[src/rtl/snb_pkg.sv]
package snb_pkg;

    localparam int BYTE_W = 8;

    // Command opcodes (first byte of every frame)
    localparam logic [BYTE_W-1:0] OP_NAND_WR  = 8'h08;
    localparam logic [BYTE_W-1:0] OP_CFG_WR   = 8'h09;
    localparam logic [BYTE_W-1:0] OP_RD_NORM  = 8'h0A;
    localparam logic [BYTE_W-1:0] OP_RD_FAST  = 8'h0B;
    localparam logic [BYTE_W-1:0] OP_LED5_ON  = 8'h0C;
    localparam logic [BYTE_W-1:0] OP_LED5_OFF = 8'h0D;

    // Idle bytes between a read opcode and the first data slot
    localparam int LEAD_NORM = 1;
    localparam int LEAD_FAST = 4;
    localparam int LEAD_W    = $clog2(LEAD_FAST + 1);

    // Pin configuration register; field order fixes the bit positions
    typedef struct packed {
        logic       ce_n;
        logic       cle;
        logic       ale;
        logic       fan;
        logic [3:0] led;
    } pin_cfg_t;

    localparam pin_cfg_t CFG_RESET = '{ce_n: 1'b1, cle: 1'b0, ale: 1'b0,
                                       fan: 1'b0, led: 4'h0};

    typedef enum logic [2:0] {
        DS_OPCODE,
        DS_CFG,
        DS_WRITE,
        DS_RD_LEAD,
        DS_RD_DATA,
        DS_SINK
    } dec_state_e;

    typedef enum logic [1:0] {
        SS_IDLE,
        SS_WR,
        SS_WR_HOLD,
        SS_RD
    } strb_state_e;

    typedef struct packed {
        logic              wr;
        logic              rd;
        logic [BYTE_W-1:0] data;
    } nand_req_t;

    function automatic logic [LEAD_W-1:0] lead_count(input logic fast);
        return fast ? LEAD_W'(LEAD_FAST) : LEAD_W'(LEAD_NORM);
    endfunction

endpackage

[src/rtl/snb_spi_front.sv]
module snb_spi_front
    import snb_pkg::*;
#(
    parameter int SYNC_STAGES = 2
) (
    input  logic              clk,
    input  logic              rst,
    input  logic              sclk,
    input  logic              cs_n,
    input  logic              mosi,
    input  logic [BYTE_W-1:0] tx_byte,
    output logic              frame_act,
    output logic              byte_done,
    output logic [BYTE_W-1:0] rx_byte,
    output logic              miso
);

    localparam int CNT_W = $clog2(BYTE_W);
    localparam logic [CNT_W-1:0] LAST_BIT = CNT_W'(BYTE_W - 1);

    logic [SYNC_STAGES-1:0] sclk_sync;
    logic [SYNC_STAGES-1:0] cs_sync;
    logic [SYNC_STAGES-1:0] mosi_sync;
    logic                   sclk_prev;
    logic                   sclk_s;
    logic                   mosi_s;
    logic                   rise;
    logic                   fall;
    logic [CNT_W-1:0]       bit_cnt;
    logic [BYTE_W-2:0]      rx_sh;
    logic [BYTE_W-1:0]      tx_sh;

    always_ff @(posedge clk) begin
        if (rst) begin
            sclk_sync <= '0;
            cs_sync   <= '1;
            mosi_sync <= '0;
            sclk_prev <= 1'b0;
        end else begin
            sclk_sync <= {sclk_sync[SYNC_STAGES-2:0], sclk};
            cs_sync   <= {cs_sync[SYNC_STAGES-2:0], cs_n};
            mosi_sync <= {mosi_sync[SYNC_STAGES-2:0], mosi};
            sclk_prev <= sclk_s;
        end
    end

    assign sclk_s    = sclk_sync[SYNC_STAGES-1];
    assign mosi_s    = mosi_sync[SYNC_STAGES-1];
    assign frame_act = ~cs_sync[SYNC_STAGES-1];
    assign rise      = sclk_s & ~sclk_prev;
    assign fall      = ~sclk_s & sclk_prev;

    always_ff @(posedge clk) begin
        if (rst) begin
            bit_cnt   <= '0;
            rx_sh     <= '0;
            tx_sh     <= '0;
            rx_byte   <= '0;
            byte_done <= 1'b0;
        end else begin
            byte_done <= 1'b0;
            if (!frame_act) begin
                bit_cnt <= '0;
                tx_sh   <= '0;
            end else begin
                if (rise) begin
                    rx_sh   <= {rx_sh[BYTE_W-3:0], mosi_s};
                    bit_cnt <= (bit_cnt == LAST_BIT) ? '0 : bit_cnt + 1'b1;
                    if (bit_cnt == LAST_BIT) begin
                        byte_done <= 1'b1;
                        rx_byte   <= {rx_sh, mosi_s};
                    end
                end
                if (fall) begin
                    if (bit_cnt == '0) begin
                        tx_sh <= tx_byte;
                    end else begin
                        tx_sh <= {tx_sh[BYTE_W-2:0], 1'b0};
                    end
                end
            end
        end
    end

    assign miso = tx_sh[BYTE_W-1];

endmodule

[src/rtl/snb_cmd_decode.sv]
module snb_cmd_decode
    import snb_pkg::*;
(
    input  logic              clk,
    input  logic              rst,
    input  logic              frame_act,
    input  logic              byte_done,
    input  logic [BYTE_W-1:0] rx_byte,
    input  logic [BYTE_W-1:0] rd_data,
    output pin_cfg_t          cfg,
    output logic              led5,
    output nand_req_t         req,
    output logic [BYTE_W-1:0] tx_byte
);

    dec_state_e        state;
    logic [LEAD_W-1:0] lead_left;
    logic [BYTE_W-1:0] pend_byte;
    logic              pend_vld;
    pin_cfg_t          cfg_q;
    logic              led5_q;
    nand_req_t         req_q;

    always_ff @(posedge clk) begin
        if (rst) begin
            state     <= DS_OPCODE;
            lead_left <= '0;
            pend_byte <= '0;
            pend_vld  <= 1'b0;
            cfg_q     <= CFG_RESET;
            led5_q    <= 1'b0;
            req_q     <= '0;
        end else begin
            req_q <= '0;
            if (byte_done) begin
                case (state)
                    DS_OPCODE: begin
                        case (rx_byte)
                            OP_NAND_WR: begin
                                state    <= DS_WRITE;
                                pend_vld <= 1'b0;
                            end
                            OP_CFG_WR:  state <= DS_CFG;
                            OP_RD_NORM: begin
                                state     <= DS_RD_LEAD;
                                lead_left <= lead_count(1'b0);
                            end
                            OP_RD_FAST: begin
                                state     <= DS_RD_LEAD;
                                lead_left <= lead_count(1'b1);
                            end
                            OP_LED5_ON: begin
                                led5_q <= 1'b1;
                                state  <= DS_SINK;
                            end
                            OP_LED5_OFF: begin
                                led5_q <= 1'b0;
                                state  <= DS_SINK;
                            end
                            default:    state <= DS_SINK;
                        endcase
                    end
                    DS_CFG: begin
                        cfg_q <= pin_cfg_t'(rx_byte);
                        state <= DS_SINK;
                    end
                    DS_WRITE: begin
                        if (pend_vld) begin
                            req_q.wr   <= 1'b1;
                            req_q.data <= pend_byte;
                        end
                        pend_byte <= rx_byte;
                        pend_vld  <= 1'b1;
                    end
                    DS_RD_LEAD: begin
                        if (lead_left == LEAD_W'(1)) begin
                            req_q.rd <= 1'b1;
                            state    <= DS_RD_DATA;
                        end else begin
                            lead_left <= lead_left - 1'b1;
                        end
                    end
                    DS_RD_DATA: req_q.rd <= 1'b1;
                    default: ;
                endcase
            end
            if (!frame_act) begin
                state    <= DS_OPCODE;
                pend_vld <= 1'b0;
            end
        end
    end

    assign cfg     = cfg_q;
    assign led5    = led5_q;
    assign req     = req_q;
    assign tx_byte = (state == DS_RD_DATA) ? rd_data : '0;

endmodule

[src/rtl/snb_nand_strobe.sv]
module snb_nand_strobe
    import snb_pkg::*;
#(
    parameter int STROBE_CYC = 2
) (
    input  logic              clk,
    input  logic              rst,
    input  nand_req_t         req,
    input  logic [BYTE_W-1:0] dq_in,
    output logic              we_n,
    output logic              re_n,
    output logic              dq_oe,
    output logic [BYTE_W-1:0] dq_out,
    output logic [BYTE_W-1:0] rd_data
);

    localparam int CNT_W = (STROBE_CYC > 1) ? $clog2(STROBE_CYC) : 1;
    localparam logic [CNT_W-1:0] CNT_LOAD = CNT_W'(STROBE_CYC - 1);

    strb_state_e      state;
    logic [CNT_W-1:0] cnt;

    always_ff @(posedge clk) begin
        if (rst) begin
            state   <= SS_IDLE;
            cnt     <= '0;
            dq_out  <= '0;
            rd_data <= '0;
        end else begin
            case (state)
                SS_IDLE: begin
                    if (req.wr) begin
                        dq_out <= req.data;
                        cnt    <= CNT_LOAD;
                        state  <= SS_WR;
                    end else if (req.rd) begin
                        cnt   <= CNT_LOAD;
                        state <= SS_RD;
                    end
                end
                SS_WR: begin
                    if (cnt == '0) state <= SS_WR_HOLD;
                    else           cnt   <= cnt - 1'b1;
                end
                SS_WR_HOLD: state <= SS_IDLE;
                SS_RD: begin
                    if (cnt == '0) begin
                        rd_data <= dq_in;
                        state   <= SS_IDLE;
                    end else begin
                        cnt <= cnt - 1'b1;
                    end
                end
                default: state <= SS_IDLE;
            endcase
        end
    end

    assign we_n  = (state != SS_WR);
    assign re_n  = (state != SS_RD);
    assign dq_oe = (state == SS_WR) || (state == SS_WR_HOLD);

endmodule

[src/rtl/spi_nand_bridge.sv]
module spi_nand_bridge
    import snb_pkg::*;
#(
    parameter int STROBE_CYC  = 2,
    parameter int SYNC_STAGES = 2
) (
    input  logic       clk,
    input  logic       rst,
    input  logic       spi_sclk,
    input  logic       spi_cs_n,
    input  logic       spi_mosi,
    output logic       spi_miso,
    input  logic [7:0] nand_dq_in,
    output logic [7:0] nand_dq_out,
    output logic       nand_dq_oe,
    output logic       nand_we_n,
    output logic       nand_re_n,
    output logic       nand_ale,
    output logic       nand_cle,
    output logic       nand_ce_n,
    output logic [3:0] led,
    output logic       fan,
    output logic       led5
);

    logic              frame_act;
    logic              byte_done;
    logic [BYTE_W-1:0] rx_byte;
    logic [BYTE_W-1:0] tx_byte;
    logic [BYTE_W-1:0] rd_data;
    pin_cfg_t          cfg;
    nand_req_t         req;

    snb_spi_front #(.SYNC_STAGES(SYNC_STAGES)) u_front (
        .clk       (clk),
        .rst       (rst),
        .sclk      (spi_sclk),
        .cs_n      (spi_cs_n),
        .mosi      (spi_mosi),
        .tx_byte   (tx_byte),
        .frame_act (frame_act),
        .byte_done (byte_done),
        .rx_byte   (rx_byte),
        .miso      (spi_miso)
    );

    snb_cmd_decode u_decode (
        .clk       (clk),
        .rst       (rst),
        .frame_act (frame_act),
        .byte_done (byte_done),
        .rx_byte   (rx_byte),
        .rd_data   (rd_data),
        .cfg       (cfg),
        .led5      (led5),
        .req       (req),
        .tx_byte   (tx_byte)
    );

    snb_nand_strobe #(.STROBE_CYC(STROBE_CYC)) u_strobe (
        .clk     (clk),
        .rst     (rst),
        .req     (req),
        .dq_in   (nand_dq_in),
        .we_n    (nand_we_n),
        .re_n    (nand_re_n),
        .dq_oe   (nand_dq_oe),
        .dq_out  (nand_dq_out),
        .rd_data (rd_data)
    );

    assign led       = cfg.led;
    assign fan       = cfg.fan;
    assign nand_ale  = cfg.ale;
    assign nand_cle  = cfg.cle;
    assign nand_ce_n = cfg.ce_n;

endmodule

[config.mk]
export PLATFORM = sky130hd
export DESIGN_NAME = spi_nand_bridge
export DESIGN_NICKNAME = d
export VERILOG_FILES = /design/src/rtl/snb_pkg.sv /design/src/rtl/snb_spi_front.sv /design/src/rtl/snb_cmd_decode.sv /design/src/rtl/snb_nand_strobe.sv /design/src/rtl/spi_nand_bridge.sv
export SDC_FILE = /design/constraint.sdc
export NUM_CORES = 1
export LEC_CHECK = 0
export BUFFER_PORTS_ARGS = -buffer_cell sky130_fd_sc_hd__buf_4
export CAP_MARGIN = 20
export CORE_ASPECT_RATIO = 0.9
export CORE_MARGIN = 3
export CORE_UTILIZATION = 49
export CTS_BUF_LIST = sky130_fd_sc_hd__clkbuf_4
export CTS_CLUSTER_DIAMETER = 120
export CTS_CLUSTER_SIZE = 28
export DETAILED_ROUTE_END_ITERATION = 7
export PLACE_DENSITY = 0.68
export SLEW_MARGIN = 20
export SYNTH_ARGS = -nofsm -noshare
export SYNTH_HDL_FRONTEND = slang
export SYNTH_SLANG_ARGS = --single-unit
[constraint.sdc]
create_clock -name clk -period 4.8 [get_ports clk]
set_input_delay 0.96 -clock clk [delete_from_list [all_inputs] [get_ports clk]]
set_output_delay 0.96 -clock clk [all_outputs]
set_load 0.05 [all_outputs]
# After elaboration in Yosys (flattened, before gate mapping)
# Index checks and enable logic that the tools add are counted.
word_totals:
  n_memories: 0
  regBits: 87
  in_bits: 13
  output_inout_bits: 21
  romBits: 0
  latch_bits: 0
  elab_cells: 116
  ramBits: 0
classes:
  reduce_logical: 28
  n_eq_ne: 24
  mux: 25
  shift: 0
  bitwise_logic: 10
  div: 0
  multipliers: 0
  magnitude_cmp: 0
  n_addsub: 3
ops:
  columns: ["op", "count"]
  rows:
  - ["8-bit by 4-bit == test with 1-bit output, second input constant", 6]
  - ["3-bit case mux with 3 select lines", 2]
  - ["8-bit two-way mux", 2]
  - ["3-bit AND reduction", 5]
  - ["3-bit case mux with 2 select lines", 2]
  - ["2-bit AND reduction", 6]
  - ["3-bit two-way mux", 3]
  - ["2-bit two-way mux", 4]
  - ["2-bit inequality test, second input constant", 4]
  - ["1-bit NOT", 8]
  - ["1-bit case mux with 2 select lines", 4]
  - ["2-bit case mux with 4 select lines", 1]
  - ["2-bit nonzero test", 4]
  - ["2-bit OR reduction", 4]
  - ["1-bit two-way mux", 7]
  - ["3-bit by 1-bit == test with 1-bit output, second input constant", 2]
  - ["3-bit by 2-bit == test with 1-bit output, second input constant", 2]
  - ["3-bit == test, second input constant", 2]
  - ["3-bit logical NOT", 2]
  - ["2-bit by 1-bit inequality test with 1-bit output, second input constant", 3]
  - ["3-bit OR reduction", 2]
  - ["2-bit == test, second input constant", 2]
  - ["4-bit AND reduction", 1]
  - ["4-bit OR reduction", 1]
  - ["10 further kinds", 11]

# Logic depth before layout (Yosys ltp)
# Gate-level depths: netlist of the first run.
depth:
  depth_word: 4
  depth_mapped: 7
  ltp_nobuf: 6

# Hierarchy
# From an unflattened synthesis of the first run, not the netlist that was laid out.
unflattened:
  hier_cells: 386
  area_unflattened_um2: 3588.4
by_module_without_submodules:
  columns: ["module", "n_inst", "area_each_um2", "cells_per_inst", "seq_area_each_um2"]
  rows:
  - ["snb_cmd_decode", 1, 1435.1, 163, 680.7]
  - ["snb_spi_front", 1, 1330.0, 134, 680.7]
  - ["snb_nand_strobe", 1, 823.3, 89, 380.4]

# Worst setup path before layout of the first run
# No wires, ideal clock.
synth_timing:
  kind: "flip-flop to output port"
  start: "register u_strobe.state[0]"
  end: "output nand_dq_oe"
  n_path_buf: 0
  required_time_ps: 3840
  path_stages_with_launch: 3
  arrival_ps: 993
  path_slack_ps: 2847
  path_cell_list: "dfxtp_1 inv_1 ha_1"
synth_via:
  elab_chain_len: 2
  word_cells_on_any_way: 3
  cone_classes: "eq/ne (2); reduce/logical (1)"
synth_lines:
  columns: ["item", "line_no", "rtl"]
  rows:
  - ["start, declared", "snb_nand_strobe.sv:20", "strb_state_e state;"]
  - ["start signal, assigned", "snb_nand_strobe.sv:25", "state <= SS_IDLE;"]
  - ["start signal, assigned", "snb_nand_strobe.sv:35", "state <= SS_WR;"]
  - ["start signal, assigned", "snb_nand_strobe.sv:38", "state <= SS_RD;"]
  - ["2-bit by 1-bit == test with 1-bit output or 2-bit == test (tied branches)", "snb_nand_strobe.sv:61", "assign dq_oe = (state == SS_WR) || (state == SS_WR_HOLD);"]
  - ["1-bit logical OR (*)", "snb_nand_strobe.sv:61", null]
  - ["end, declared", "spi_nand_bridge.sv:15", "output logic nand_dq_oe,"]
# Every way passes the cells marked *; elsewhere a longest branch is shown, timed or not.

# Final worst setup path of the first run
# Ends and elaborated chain as after synthesis.

==> summary.txt, run 1 <==
Finish
  • Fillcell total: 622
  • Diode count: 0
  • Area of the multi-input gates: 1595 sq um
  • Register area: roughly 1700 sq um
  • Final nets: 434
  • Post-layout util: 57.36%
  • Layout cells sized above 1: approximately 15%
  • Layout Cells excl Fill: 506
  • Area Growth Syn to Fin: 10.95%

Flow run
  • Max_cap viols: 0

Floorplan
  • Site row count: 28
  • Die width: 95.04 um
  • # IOs: 34
  • Die Ht: 86.13 um
  • Die area: 8185 sq um
  • Core area: around 6800 sq um
  • Initial core utilization: between 50% and 60%

Critical path
  • CP max-delay cell: dfxtp_1
  • Crit path largest cell delay: 0.41 ns
  • Worst setup path category: reg2out
  • Crit path launch type: register
  • Critical Path AT: 1.44 ns
  • Max FO, Critical Path: 5
  • CP required: between 3 and 4 ns
  • Crit. End Element: output pin
  • Worst-path cell chain: inv_1 > ha_1 > buf_4

Drt
  • Pre-antenna DRT Iters: 4
  • Via-to-Cell Ratio: 5.121
  • DRC viols: 0
  • Via count: approximately 2600
  • Drt total wl: approximately 6300 um
  • DRT antenna net count: 0
  • Routed length per placed instance: 12.54 um
  • Initial drt markers: 82

Global routing
  • GR Overflow Total: 0
  • Global-route wire length before repair: 10970 um
  • Initial antenna violation count: 0
  • Gr usage total: 16.90%
  • Largest net degree at the start of global routing: 67
  • Vias in the first global route: around 2500

Synthesis
  • Share of the synthesized area in the top cell type: 49.82%
  • Largest area contributor in the netlist: dfxtp_1
  • EDFF count, synth: 0
  • Sequential area share after synthesis: 49.82%
  • Mapped Cells: ~390
  • Syn Nets: 409
  • FFs w/ async S/R, synth: 0%
  • Synth warnings: 0
  • Largest cells by area after synthesis: dfxtp_1, a21oi_1, nand2_1, mux2i_1, nor2_1
  • Synth Flop Type: dfxtp_1
  • Flops & latches, synth: 87
  • Post-Syn Area: approximately 3500 sq um
  • Synth top cells by count: dfxtp_1, nand2_1, a21oi_1
  • Count leader, synth: dfxtp_1
  • Syn_area_per_cell: a little over 9 sq um
  • Netlist cell types: 43

Min path
  • HP Class: reg2reg

STA
  • Fin crit share: 50.00%
  • Slew @ Worst Pin: 0.9717 ns
  • Max-slew headroom: a little over a third
  • Final Hold Violating Endpoints: 0
  • Unrepaired setup endpoints after global routing: false
  • Tmin final: 2.400 ns
  • TNS Setup: 0 ns
  • Hold WS: between 0.4 and 0.5 ns
  • Final Skew: 0.01026 ns
  • Max Slew Vio Count: 0
  • Fmax achieved: 416.7 MHz
  • Final setup fails: 0

Place
  • Inst Count DP: around 500
  • Routability cong.: 0.7656
  • Port buffer count: 33
  • Post-detail-place hpwl: 4244 um

Pwr
  • PD cells: between 300 and 400 nW/um^2
  • Total Power: 0.001379 W
  • P_leak: 1.344 nW
  • VDD IR-drop max: 0.0001754 V
  • Sequential share of power: 55.1%
  • Clock share of power: roughly 29%
  • Internal: 0.0009842 W
  • Comb power frac: between 10% and 20%
  • Switching share of total power: 28.61%
  • Sw power: 0.0003943 W

Clock network
  • Root Driver: clkbuf_4
  • Hold-fix buffers, CTS: 0
  • TritonCTS clock tree: done
  • H-Tree Level Count: 3
  • Num CTS Buffers: 9
  • Clk_lat worst skew: approximately 0.43 ns
  • Clock Path Buffers: 2
  • Postcts setup bufs: 0
  • Post-CTS sizing: 0
  • Clock transition at path regs: about 0.13 ns
  • # clock sinks: 87

Status
  • Status: completed
## cell usage in the layout, fill, tap and decap left out, types with 2 or more instances in the layout
cell / n
nand2b_1: 6
nor2_1: 40
nor4b_4: 2
nand2_1: 61
nand3b_1: 3
o22ai_1: 2
and2_1: 9
clkbuf_4: 10
or2_2: 3
a22oi_1: 7
nor3b_1: 4
a211oi_1: 7
a21oi_1: 46
o21ai_0: 6
nor2_2: 2
inv_1: 10
nand3_1: 14
nor2b_1: 8
nor3b_2: 2
mux2i_1: 18
nor4b_1: 2
buf_4: 34
ha_1: 10
clkinv_1: 2
clkinvlp_4: 2
dfxtp_1: 87
nand4_1: 3
## routing by layer
metal  routed length (um)  GRT usage, %  share of wire (%)  vias to the layer above
li1                     -             -                  -                     1357
met1                 3103         21.15                 49                     1188
met2                 2893         27.34                 46                       40
met3                  277         5.877                4.4                        6
met4                   72         5.374                1.1                        0
met5                    0             0                  0                        -
## flip-flops by register name (all words and copies together) (netlist names)
name,cells
u_decode.led5,1
u_front.cs_sync,2
u_decode.req,10
u_decode.cfg,8
u_front.rx_sh,7
u_front.byte_done,1
u_front.sclk_sync,2
u_strobe.dq_out,8
u_decode.state,3
u_strobe.state,2
u_front.bit_cnt,3
u_strobe.cnt,1
u_decode.pend_vld,1
u_decode.pend_byte,8
u_decode.lead_left,3
u_front.rx_byte,8
u_strobe.rd_data,8
u_front.mosi_sync,2
u_front.sclk_prev,1
u_front.tx_sh,8
## kinds of logic (layout without fill, tap and decap cells)
family,after synthesis,in the layout,synth area share [%]
mux,19,19,5.476
compound gates,72,72,11.88
fa+ha+maj,10,10,3.579
simple gates,168,168,24.70
flops,87,87,49.82
buf+inv,30,60,4.545
## power groups by stage
stage | registers (W) | clock network, W | logic (W)
5_1_grt | 0.000762 | 0.000443 | 0.000244
3_5_place_dp | 0.000775 | 0 | 0.000218
2_1_floorplan | 0.000771 | 0 | 0.000174
6_report | 0.000759 | 0.000401 | 0.000219
4_1_cts | 0.000759 | 0.000413 | 0.000220
3_3_place_gp | 0.000774 | 0 | 0.000213
## final timing paths
path | start | endpoint | slack, ns | cells past startpoint
worst min register to register | u_front.cs_sync[0] | u_front.cs_sync[1] | 0.43 | 1
worst min-delay path | u_front.cs_sync[0] | u_front.cs_sync[1] | 0.43 | 1
worst max-delay path | u_strobe.state[0] | nand_dq_oe | 2.40 | 3
worst max register to register | u_decode.state[0] | u_decode.lead_left[0] | 3.00 | 4
## area by class of cell
class	count	area share (%)
flip-flops and latches	87	44.90
multi-input cells	269	41.13
repair buffers	34	6.581
well taps	90	2.903
clock buffers	10	1.935
clock inverters	6	1.581
inverters	10	0.9677
## metrics by stage
stage          setup WS (ns)  instance area [sq um]
6_report               2.400                   3879
5_1_grt                2.297                   3879
4_1_cts                2.376                   3879
3_5_place_dp           2.627                   3742
3_3_place_gp           2.642                   3742
2_1_floorplan          2.847                   3496
## worst max-delay path, delay by kind of cell, from the launching register on
kind	cells	cell delay (ns)
adders and majority gates	1	0.30
buffers and inverters	2	0.30
DFF	1	0.41
(Power assumes the default switching activity.)
==> inputs of run 2 (changes only) <==
- ABC_AREA: unset -> 1
- PLACE_DENSITY: 0.68 -> 0.71
- clock period: 4.8 -> 2.1 ns (I/O delays scaled with it)
==> summary.txt, run 2 <==
Place
  • Port buffer count: 33 (unchanged)
  • Routability cong.: 0.8578 (+12%)
  • DP Area: 3739 sq um (-0.10%)
  • Post-detail-place hpwl: 4667 um (+10%)

Critical path
  • Reg-to-reg slack, setup: 0.55 ns (-2.45 ns)
  • RR Startpoint: u_strobe.state[0]
  • CP required: 1.68 ns (-2.16 ns)
  • R2R cell count: 6 (+2)
  • Max FO, Critical Path: 5 (unchanged)
  • Reg2reg end: u_strobe.rd_data[2]
  • Crit. End Element: output pin
  • Crit path launch type: register
  • Worst setup path category: reg2out
  • Critical Path AT: 1.48 ns (+0.04 ns)

Synthesis
  • Netlist cell types: 33 (-23%)
  • Mapped Cells: 432 (+12%)
  • FFs w/ async S/R, synth: 0% (unchanged)
  • Flops & latches, synth: 87 (unchanged)
  • Synth Flop Type: dfxtp_1
  • Largest cells by area after synthesis: dfxtp_1, nor2_1, o21ai_0, a21oi_1, nand2_1
  • Synth top cells by count: dfxtp_1, nor2_1, nand2_1
  • EDFF count, synth: 0 (unchanged)
  • Syn Nets: 455 (+11%)
  • Syn_area_per_cell: 7.887 sq um (-13%)
  • Largest area contributor in the netlist: dfxtp_1
  • Post-Syn Area: 3407 sq um (-2.5%)
  • Count leader, synth: dfxtp_1
  • Share of the synthesized area in the top cell type: 51.12% (+1.3 points)
  • Synth warnings: 0 (unchanged)
  • Sequential area share after synthesis: 51.12% (+1.3 points)

Floorplan
  • # IOs: 34 (unchanged)
  • Core area: 6656 sq um (-1.6%)
  • Site row count: 28 (unchanged)
  • Die width: 93.90 um (-1.2%)
  • Die area: 7991 sq um (-2.4%)
  • Die Ht: 85.11 um (-1.2%)
  • Initial core utilization: 51.18% (-0.52 points)

Drt
  • DRT antenna net count: 0 (unchanged)
  • DR top layer: met4
  • Initial drt markers: 221 (+170%)
  • Via count: 2739 (+5.7%)
  • Drt total wl: 6515 um (+2.7%)
  • Post-Route M1 WL: 3256 um (+4.9%)
  • Routed length per placed instance: 11.53 um (-8.1%)
  • Wire length on met2: 2761 um (-4.6%)
  • DRC viols: 0 (unchanged)
  • Pre-antenna DRT Iters: 4 (unchanged)
  • Via-to-Cell Ratio: 4.848 (-5.3%)
  • Met3 WL: 394 um (+42%)

Flow run
  • Max_cap viols: 0 (unchanged)

Finish
  • Area Growth Syn to Fin: 15.28%
  • Final nets: 493 (+14%)
  • Finished Cell Area: 3928 sq um (+1.3%)
  • Largest register FFs: 10 (unchanged)
  • Most frequent cells in the layout: dfxtp_1, nor2_1, nand2_1
  • Commonest non-fill, non-tap cell in the layout: dfxtp_1
  • Layout cells sized above 1: 15.58% (+0.19 points)
  • Diode count: 0 (unchanged)

Clock network
  • Clock Path Buffers: 2 (unchanged)
  • Root Driver: clkbuf_4
  • Clock transition at path regs: 0.13 ns (about the same)
  • Num CTS Buffers: 9 (unchanged)
  • Hold-fix buffers, CTS: 0 (unchanged)
  • H-Tree Level Count: 3 (unchanged)
  • Clk_lat worst skew: 0.44 ns (about the same)
  • TritonCTS clock tree: done
  • # clock sinks: 87 (unchanged)
  • Postcts setup bufs: 0 (unchanged)
  • Post-CTS sizing: 0 (unchanged)

Min path
  • WHS Path Cells: 2 (+1)
  • Hold Path Origin: spi_cs_n
  • Hold Path Sink: u_front.cs_sync[0]
  • HP Class: in2reg

Pwr
  • Switching share of total power: 27.81% (-0.80 points)
  • P_leak: 1.656 nW (+23%)
  • Clock share of power: 34.0% (+4.9 points)
  • Sequential share of power: 51.6% (-3.5 points)
  • Internal: 0.002478 W (+150%)
  • Comb power frac: 14.4% (-1.5 points)
  • VDD IR-drop max: 0.0005330 V (+200%)
  • Sw power: 0.0009543 W (+140%)
  • PD cells: 873.8 nW/um^2 (+150%)

STA
  • Tmin final: 1.897 ns
  • Final setup fails: 0 (unchanged)
  • TNS Setup: 0 ns (unchanged)
  • Max Slew Vio Count: 0 (unchanged)
  • Max-slew headroom: 69.58% (+34 points)
  • Fmax achieved: 527.0 MHz
  • Fin crit share: 90.35%
  • Slew @ Worst Pin: 0.4546 ns (-0.5171 ns)
  • Final Skew: 0.008579 ns (-0.001681 ns)
  • Final Hold Violating Endpoints: 0 (unchanged)
  • Unrepaired setup endpoints after global routing: false

Global routing
  • Global-route wire length before repair: 11520 um (+5.0%)
  • Initial antenna violation count: 0 (unchanged)
  • Gr usage total: 18.16% (+1.3 points)
  • GR Overflow Total: 0 (unchanged)
  • Largest net degree at the start of global routing: 23 (-66%)
  • Vias in the first global route: 2528 (+2.7%)

Status
  • Status: completed
-- run 2: stage by stage --
step	setup slack [ns]	total power [W]	hold WS, ns	utilization, %	instances
CTS	0.1663	0.003465	0.1454	59.00	565
detailed placement	0.4964	0.002303	0.3986	56.17	549
floorplan	0.6123	0.002161	0.3883	-	432
global route	0.06823	0.003615	0.1347	59.00	565
global placement	0.5193	0.002295	0.3915	56.17	549
finish	0.2026	0.003432	0.1614	59.00	565
-- run 2: cells by family (layout without fill, tap and decap cells) --
logic type,after synthesis,count (layout),share of synthesized area (%)
buf+inv,63,106,7.565
simple gates,165,165,21.37
compound gates,106,106,16.01
xor+xnor,1,1,0.2571
flops,87,87,51.12
fa+ha+maj,10,10,3.672
-- run 2: how the worst max path moves through the flow --
stage	start	slack [ns]	endpoint	cells past startpoint
2_1_floorplan	u_strobe.state[0]	0.61	u_strobe.rd_data[0]	6
3_3_place_gp	rst	0.52	u_decode.pend_byte[0]	5
3_5_place_dp	rst	0.50	u_decode.pend_byte[0]	5
4_1_cts	u_strobe.state[0]	0.17	nand_dq_oe	3
5_1_grt	u_strobe.state[0]	0.07	nand_dq_oe	3
6_report	u_strobe.state[0]	0.20	nand_dq_oe	3
-- run 2: metal layers --
layer  track usage (%)  up-vias
met5                 0        -
met1             25.78     1202
met4             6.562        0
met3             6.028       12
li1                  -     1465
met2             25.73       60
-- run 2: area by class of cell --
type	count	area, sq um
Clock buffer	9	67.56
Clock inverter	7	121.4
Fill cell	645	2729
Inverter	54	206.4
Multi-Input combinational cell	282	1408
Sequential cell	87	1742
Tap cell	90	112.6
Timing Repair Buffer	36	270.3
-- run 2: power by group through the flow --
| stage | registers (W) | clock network (W) | logic, W |
|---|---|---|---|
| 5_1_grt | 0.00178 | 0.00127 | 0.000562 |
| 4_1_cts | 0.00177 | 0.00119 | 0.000503 |
| 3_5_place_dp | 0.00180 | 0 | 0.000499 |
| 2_1_floorplan | 0.00179 | 0 | 0.000374 |
| 3_3_place_gp | 0.00180 | 0 | 0.000492 |
| 6_report | 0.00177 | 0.00117 | 0.000496 |
-- run 2: critical path: stages, from the launching register on --
cell     delay [ns]
dfxtp_1        0.43
inv_1          0.11
ha_1           0.31
buf_4          0.19
==> inputs of run 3 (changes only) <==
- ABC_AREA: 1 -> unset
==> summary.txt, run 3 (same netlist as run 1, synthesis figures left out) <==
Floorplan
  • Initial core utilization: 51.70% (+0.52 points)
  • # IOs: 34 (unchanged)
  • Die width: 95.04 um (+1.2%)
  • Die Ht: 86.13 um (+1.2%)
  • Die area: 8185 sq um (+2.4%)
  • Core area: 6761 sq um (+1.6%)
  • Site row count: 28 (unchanged)

STA
  • TNS Setup: 0 ns (unchanged)
  • Unrepaired setup endpoints after global routing: false
  • Fmax achieved: 538.5 MHz (+2.2%)
  • Max-slew headroom: 63.98% (-5.6 points)
  • Final Hold Violating Endpoints: 0 (unchanged)
  • Fin crit share: 88.43% (-1.9 points)
  • Max Slew Vio Count: 0 (unchanged)
  • Tmin final: 1.857 ns (-0.04049 ns)
  • Final setup fails: 0 (unchanged)
  • Slew @ Worst Pin: 0.5397 ns (+0.08504 ns)
  • Final Skew: 0.01648 ns (+0.007898 ns)
  • Post-route setup slack: 0.2431 ns (+0.04049 ns)

Drt
  • Pre-antenna DRT Iters: 4 (unchanged)
  • Initial drt markers: 120 (-46%)
  • Via count: 2626 (-4.1%)
  • DRC viols: 0 (unchanged)
  • Drt total wl: 6302 um (-3.3%)
  • Routed length per placed instance: 12.41 um (+7.6%)
  • Via-to-Cell Ratio: 5.169 (+6.6%)
  • DRT antenna net count: 0 (unchanged)

Finish
  • Register area: 1742 sq um (unchanged)
  • Most frequent cells in the layout: dfxtp_1, nand2_1, a21oi_1
  • Layout cells sized above 1: 16.27% (+0.69 points)
  • Post-layout util: 57.75% (-1.3 points)
  • Largest register FFs: 10 (unchanged)
  • Fillcell total: 639 (-0.93%)
  • Commonest non-fill, non-tap cell in the layout: dfxtp_1
  • Diode count: 0 (unchanged)
  • Final nets: 436 (-12%)
  • Area Growth Syn to Fin: 11.70%
  • Area of the multi-input gates: 1595 sq um (+13%)

Critical path
  • Reg-to-reg slack, setup: 0.30 ns (-0.25 ns)
  • CP required: 1.68 ns (about the same)
  • Worst setup path category: reg2out
  • Crit path launch type: register
  • Critical Path AT: 1.44 ns (-0.04 ns)
  • Max FO, Critical Path: 5 (unchanged)
  • Crit. End Element: output pin

Global routing
  • GR Util met2: 28.36% (+2.6 points)
  • Gr usage total: 16.89% (-1.3 points)
  • Initial antenna violation count: 0 (unchanged)
  • GR Overflow Total: 0 (unchanged)
  • Largest net degree at the start of global routing: 49 (+110%)
  • Met3 usage: 5.175% (-0.85 points)
  • Vias in the first global route: 2475 (-2.1%)
  • Global-route met1 utilization: 20.93% (-4.9 points)
  • Grt peak-use layer: met2
  • Global-route wire length before repair: 11090 um (-3.8%)

Pwr
  • P_leak: 1.359 nW (-18%)
  • PD cells: 818.1 nW/um^2 (-6.4%)
  • VDD IR-drop max: 0.0005733 V (+7.6%)

Clock network
  • TritonCTS clock tree: done
  • Clock Path Buffers: 2 (unchanged)
  • Clk_lat worst skew: 0.43 ns (about the same)
  • Root Driver: clkbuf_4
  • # clock sinks: 87 (unchanged)
  • Clock transition at path regs: 0.14 ns (about the same)
  • Post-CTS sizing: 0 (unchanged)
  • H-Tree Level Count: 3 (unchanged)
  • Num CTS Buffers: 9 (unchanged)
  • Postcts setup bufs: 0 (unchanged)
  • Hold-fix buffers, CTS: 0 (unchanged)

Place
  • Routability cong.: 0.7216 (-16%)
  • Post-detail-place hpwl: 4497 um (-3.6%)
  • Post-place setup slack: 0.2802 ns (-0.2161 ns)
  • Port buffer count: 33 (unchanged)

Min path
  • HP Class: in2reg

Flow run
  • Max_cap viols: 0 (unchanged)

Status
  • Status: completed
[run 3: stage by stage]
stage	hold WS, ns	instance area, sq um	instances	power, W
floorplan	0.3895	3496	386	0.002160
global placement	0.3911	3757	492	0.002262
detailed placement	0.4143	3757	492	0.002276
CTS	0.1550	3905	508	0.003228
global route	0.1535	3905	508	0.003351
finish	0.1739	3905	508	0.003195
[run 3: layout make-up]
type                       count  share of cell area, %
sequential                    87                  44.60
multi-input combinational    269                  40.85
timing repair buffer          36                  6.921
tap                           90                  2.884
clock inverter                 7                  2.051
clock buffer                   9                  1.730
inverter                      10                 0.9612
[run 3: worst paths after layout]
| path | start | to | cells after the start |
|---|---|---|---|
| worst max-delay path | u_strobe.state[0] | nand_dq_oe | 3 |
| worst min-delay path | spi_cs_n | u_front.cs_sync[0] | 2 |
| worst max register to register | u_front.bit_cnt[0] | u_front.tx_sh[6] | 6 |
| worst min register to register | u_front.cs_sync[0] | u_front.cs_sync[1] | 1 |
[run 3: report_power, final]
part | switching, W | total, W | internal, W | leakage, nW
registers | 0.0000396 | 0.00174 | 0.00170 | 0.703
logic | 0.000312 | 0.000497 | 0.000184 | 0.584
clock network | 0.000587 | 0.000962 | 0.000375 | 0.0731
total | 0.000939 | 0.00319 | 0.00226 | 1.36
[run 3: worst max-delay path: stages, from the launching register on]
cell and delay (ns):
dfxtp_1 0.42, inv_1 0.10, ha_1 0.31, buf_4 0.19
[run 3: layer usage]
metal | up-vias | wire length (um) | share of wire [%]
li1 | 1369 | - | -
met1 | 1214 | 3004 | 48
met2 | 35 | 2983 | 47
met3 | 8 | 245 | 3.9
met4 | 0 | 68 | 1.1
met5 | - | 0 | 0
